[src/rtl/chan_sel_reg.sv]
module chan_sel_reg #(
  parameter int CH_W = 3
) (
  input  logic            clk,
  input  logic            rst_n,
  input  logic            mux_cs_n,
  input  logic            sclk,
  input  logic            sdi,
  input  logic            asleep,
  output logic [CH_W-1:0] chan_sel
);
  localparam int CMD_W = CH_W + 1;
  localparam int CNT_W = $clog2(CMD_W + 1);
  localparam logic [CNT_W-1:0] FULL = CNT_W'(CMD_W);

  logic             cs_q, sclk_q;
  logic [CMD_W-1:0] cmd_q;
  logic [CNT_W-1:0] cnt_q;
  logic [CH_W-1:0]  chan_q;

  wire sclk_rise = sclk & ~sclk_q;
  wire cs_fall   = cs_q & ~mux_cs_n;
  wire shift_en  = sclk_rise & mux_cs_n & asleep & (cnt_q != FULL);
  wire take      = cs_fall & (cnt_q == FULL) & cmd_q[CMD_W-1];

  always_ff @(posedge clk or negedge rst_n) begin
    if (!rst_n) begin
      cs_q   <= 1'b0;
      sclk_q <= 1'b1;
      cmd_q  <= '0;
      cnt_q  <= '0;
      chan_q <= '0;
    end else begin
      cs_q   <= mux_cs_n;
      sclk_q <= sclk;
      if (cs_fall) begin
        cnt_q <= '0;
        if (take) chan_q <= cmd_q[CH_W-1:0];
      end else if (shift_en) begin
        cmd_q <= {cmd_q[CMD_W-2:0], sdi};
        cnt_q <= cnt_q + 1'b1;
      end
    end
  end

  assign chan_sel = chan_q;
endmodule

[config.mk]
export PLATFORM = sky130hd
export DESIGN_NAME = chan_sel_reg
export DESIGN_NICKNAME = d
export VERILOG_FILES = /design/src/rtl/chan_sel_reg.sv
export SDC_FILE = /design/constraint.sdc
export NUM_CORES = 1
export LEC_CHECK = 0
export ABC_AREA = 0
export BUFFER_PORTS_ARGS = -buffer_cell sky130_fd_sc_hd__buf_2
export CAP_MARGIN = 25
export CELL_PAD_IN_SITES_DETAIL_PLACEMENT = 1
export CELL_PAD_IN_SITES_GLOBAL_PLACEMENT = 2
export CORE_MARGIN = 5
export CORE_UTILIZATION = 31
export CTS_CLUSTER_DIAMETER = 50
export CTS_CLUSTER_SIZE = 25
export DETAILED_ROUTE_END_ITERATION = 6
export PLACE_DENSITY_LB_ADDON = 0.1
export SLEW_MARGIN = 10
export SYNTH_ARGS = -nofsm -noshare
export SYNTH_HDL_FRONTEND = slang
export SYNTH_SLANG_ARGS = --single-unit
[constraint.sdc]
create_clock -name clk -period 1.27 [get_ports clk]
set_input_delay 0.127 -clock clk [delete_from_list [all_inputs] [get_ports clk]]
set_output_delay 0.127 -clock clk [all_outputs]
set_load 0.005 [all_outputs]
==> results.md <==
Critical path:
- Traced cell by cell, the critical path runs through and4b_2 > nand2_4 > mux2_4.
- The nature of the critical path startpoint is a register.
- The slowest stage cell on the critical path is dfstp_2.
- By startpoint and endpoint, the worst setup path is classified as reg2reg.
- Along the worst path, the maximum fanout reaches 6.
- The worst setup path is captured at a register.
- In this design, the stage delay of the slowest critical-path cell is 520 ps.
- The data required time of the worst path is 1420 ps.
- The data arrival time of the critical path is 1480 ps.

Placed design:
- The placed wire-length estimate is 799.5 um.
- The number of input and output port buffers inserted is 8.
- The placer congestion estimate is 0.6915.
- The instance area at placement is about 610 um^2.
- The post-place setup slack is -70.39 ps.

Timing:
- The final count of hold timing violations is 0.
- The count of pins over their slew limit is 0.
- The maximum clock frequency is ~750 MHz.
- The relative max-transition margin is a little over 80%.
- The number of failing setup endpoints in the final timing report is 9.
- For the pin with the worst max-slew slack, the measured transition is ~270 ps.
- After layout, the minimum clock period comes to 1329 ps.
- For the final database, setup skew stands at 5.131 ps.
- The final setup slack of the worst path is -58.74 ps.
- The fraction of the cycle the final worst path needs is 104.6%.
- Setup repair after global routing could not meet its margin everywhere.

Layout:
- The register with the most flip-flops in the layout has 4 of them.
- The core occupancy in the finished layout is between 40% and 50%.
- The most common library cell in the layout ignoring fill and taps is dfrtp_1.
- The finished cells cover approximately 730 um^2.
- The number of fill cells is 166.
- The relative area change from synthesis to final layout is 43.28%.
- The number of nets in the finished design is between 60 and 70.
- In the layout the commonest cells are dfrtp_1, buf_2, buf_4.
- The fraction of layout instances using a drive strength above 1 is 60.34%.
- The antenna diode count is 0.

Logic synthesis:
- The count of distinct cell types in the synthesized netlist is 16.
- The Yosys warning count is 0.
- Summing the areas of all compound-gate instances in the mapped netlist gives 1.956% of the synthesized area.
- The simple-gate share of the synthesized area is between 10% and 20%.
- Counting every net in the synthesized netlist gives 44.
- The combinational family with the most area after synthesis is multiplexers.
- In this run, synthesis produced a sequential element count of 12.
- After synthesis, flip-flops and latches occupy 58.92% of the total area.
- The synthesized netlist devotes 0% of its cell area to XOR and XNOR gates.
- Dividing the synthesized area by the synthesized cell count gives 14.22 um^2.
- In this run the cell area of the synthesized design comes to 511.7 um^2.
- The multiplexer fraction of the synthesized cell area is around 20%.
- The area share of fa/ha/maj cells after synthesis is 4.890%.
- The gate count of the mapped netlist is 36.

Clocking:
- Buffers inserted during clock tree synthesis total 3.
- The clock passes through at most 2 buffers.
- TritonCTS built the clock tree.
- The library cell used as clock root buffer is clkbuf_4.
- Counting every sink on the clock net gives 12.
- The clock edge transition at the registers on the reported setup and hold paths is 70 ps.
- For the worst-skew pair, the clock arrives at the later sink with an insertion delay of 270 ps.
- CTS built an H-tree with a depth of 1.

Global routing:
- The number of antenna violations at the first check in global routing is 0.
- For this run, global-route usage on met3 was measured as 4.734%.
- The most utilized layer in the global route result is met2.
- Entering global routing, the biggest net connects 13 pins.
- The first global-routing pass estimated between 1.5 and 2 mm of wire.
- For this run, global-route usage on met1 was measured as approximately 12%.
- Global routing finished with a remaining overflow of 0.
- The via count of the first global-routing pass is 380.
- Global routing used between 10% and 20% of the available met2 tracks.
- In the global route stage, overall resource usage came out at 9.124%.

Drt:
- Once detail routing completed, the nets flagged for antenna violations numbered 0.
- After detailed routing, the number of remaining DRC violations is 0.
- The detailed-route vias per instance is 4.770.
- The first-pass detailed-route iteration total is 2.
- Across all layers, the routed design uses 353 vias.
- In the final routed layout, each cell accounts on average for 15.20 um.
- The detailed router finished its first iteration with 2 violations.
- The routed design has 1.125 mm of wire.

Die:
- The placeable core area is 1541 um^2.
- The die covers 2563 um^2.
- Once the floorplan was initialized, standard cells occupied 33.20% of the core.
- Row generation in the floorplan step produced 14 rows.
- The width of the die is slightly above 50 um.
- The number of placed I/O pins is 9.
- The die is just over 50 um tall.

Outcome:
- The flow ran to the end, but the final reports show violations.
- The final reports fail on setup timing.

Job:
- The max capacitance violation total is 0.

Pwr:
- The leakage power is 0.3738 nW.
- The power density of the placed cells is 1206 nW/um^2.
- The worst-case IR drop observed on VDD is 0.0005656 V.
- The total power after layout is 0.8844 mW.

Worst hold path:
- In this run the worst hold path is classified as in2reg.
-- layout make-up --
cell class,instances,area (um^2),area share (%)
sequential,12,301.5,41.13
multi-input combinational,22,254.0,34.64
timing repair buffer,18,123.9,16.89
clock buffer,4,26.28,3.584
tap,16,20.02,2.730
inverter,2,7.507,1.024
-- Yosys cell counts --
cell | n | area share, %
nand2_1 | 2 | 1.5
inv_1 | 2 | 1.5
and2b_1 | 1 | 1.5
nor2_1 | 1 | 0.73
nand2_4 | 1 | 2.2
mux2i_1 | 1 | 2.0
dfrtp_1 | 11 | 54
nand3b_1 | 1 | 1.5
and4b_2 | 1 | 2.2
nand4_1 | 1 | 1.2
mux2_2 | 8 | 18
nor2b_1 | 1 | 1.2
ha_1 | 2 | 4.9
dfstp_2 | 1 | 5.1
nand2b_1 | 1 | 1.2
a32o_1 | 1 | 2.0
-- through the flow --
step | hold WS, ps | setup TNS (ps) | instances
after floorplan | -168.6 | -1.934 | 36
after global placement | 9.980 | -76.91 | 65
after detailed placement | 19.63 | -531.1 | 65
after CTS | -42.16 | -414.2 | 72
after global routing | 6.224 | -648.5 | 74
final | 9.434 | -309.1 | 74
-- worst max-delay path, delay by kind of cell, from the launching register on --
kind | cells | cell delay [ps]
DFF | 1 | 520
muxes | 1 | 320
and+or+nand+nor | 2 | 380
-- power by group --
part | switching (mW) | internal (mW)
Sequential | 0.0406 | 0.436
Combinational | 0.0553 | 0.111
Clock | 0.119 | 0.121
Total | 0.215 | 0.669
-- layer usage --
layer / part of all wire, % / vias to the layer above
li1: - / 168
met2: 48 / 8
met4: 0 / 0
met5: 0 / -
met3: 4.8 / 0
met1: 47 / 177
-- path summary, 6_finish.rpt --
kind                        startpoint           to  slack [ps]  cells past startpoint
min in group asynchronous        rst_n  chan_sel[1]         260                      2
min reg2reg                chan_sel[1]  chan_sel[1]         510                      1
max reg2reg                     sclk_q     cnt_q[1]         -60                      3
max in group asynchronous        rst_n       sclk_q         740                      2
min                           mux_cs_n         cs_q           9                      1
max                             sclk_q     cnt_q[1]         -60                      3
-- repair_timing --
action / 4_1_cts / 5_1_grt
hold buffers: 1 / 1
setup buffers: 2 / 1
endpoints found under the hold margin: 13 / 1
endpoints found under the setup margin: 9 / 10
gates resized for setup: 10 / 4
pin swaps: 3 / 2
-- cells by family after synthesis --
| family | count (synthesis) |
|---|---|
| and+or+nand+nor | 10 |
| DFF | 12 |
| AOI/OAI and AO/OA | 1 |
| muxes | 9 |
| adders and majority gates | 2 |
| buffers and inverters | 2 |
No activity file was read; power rests on OpenSTA's default activity.
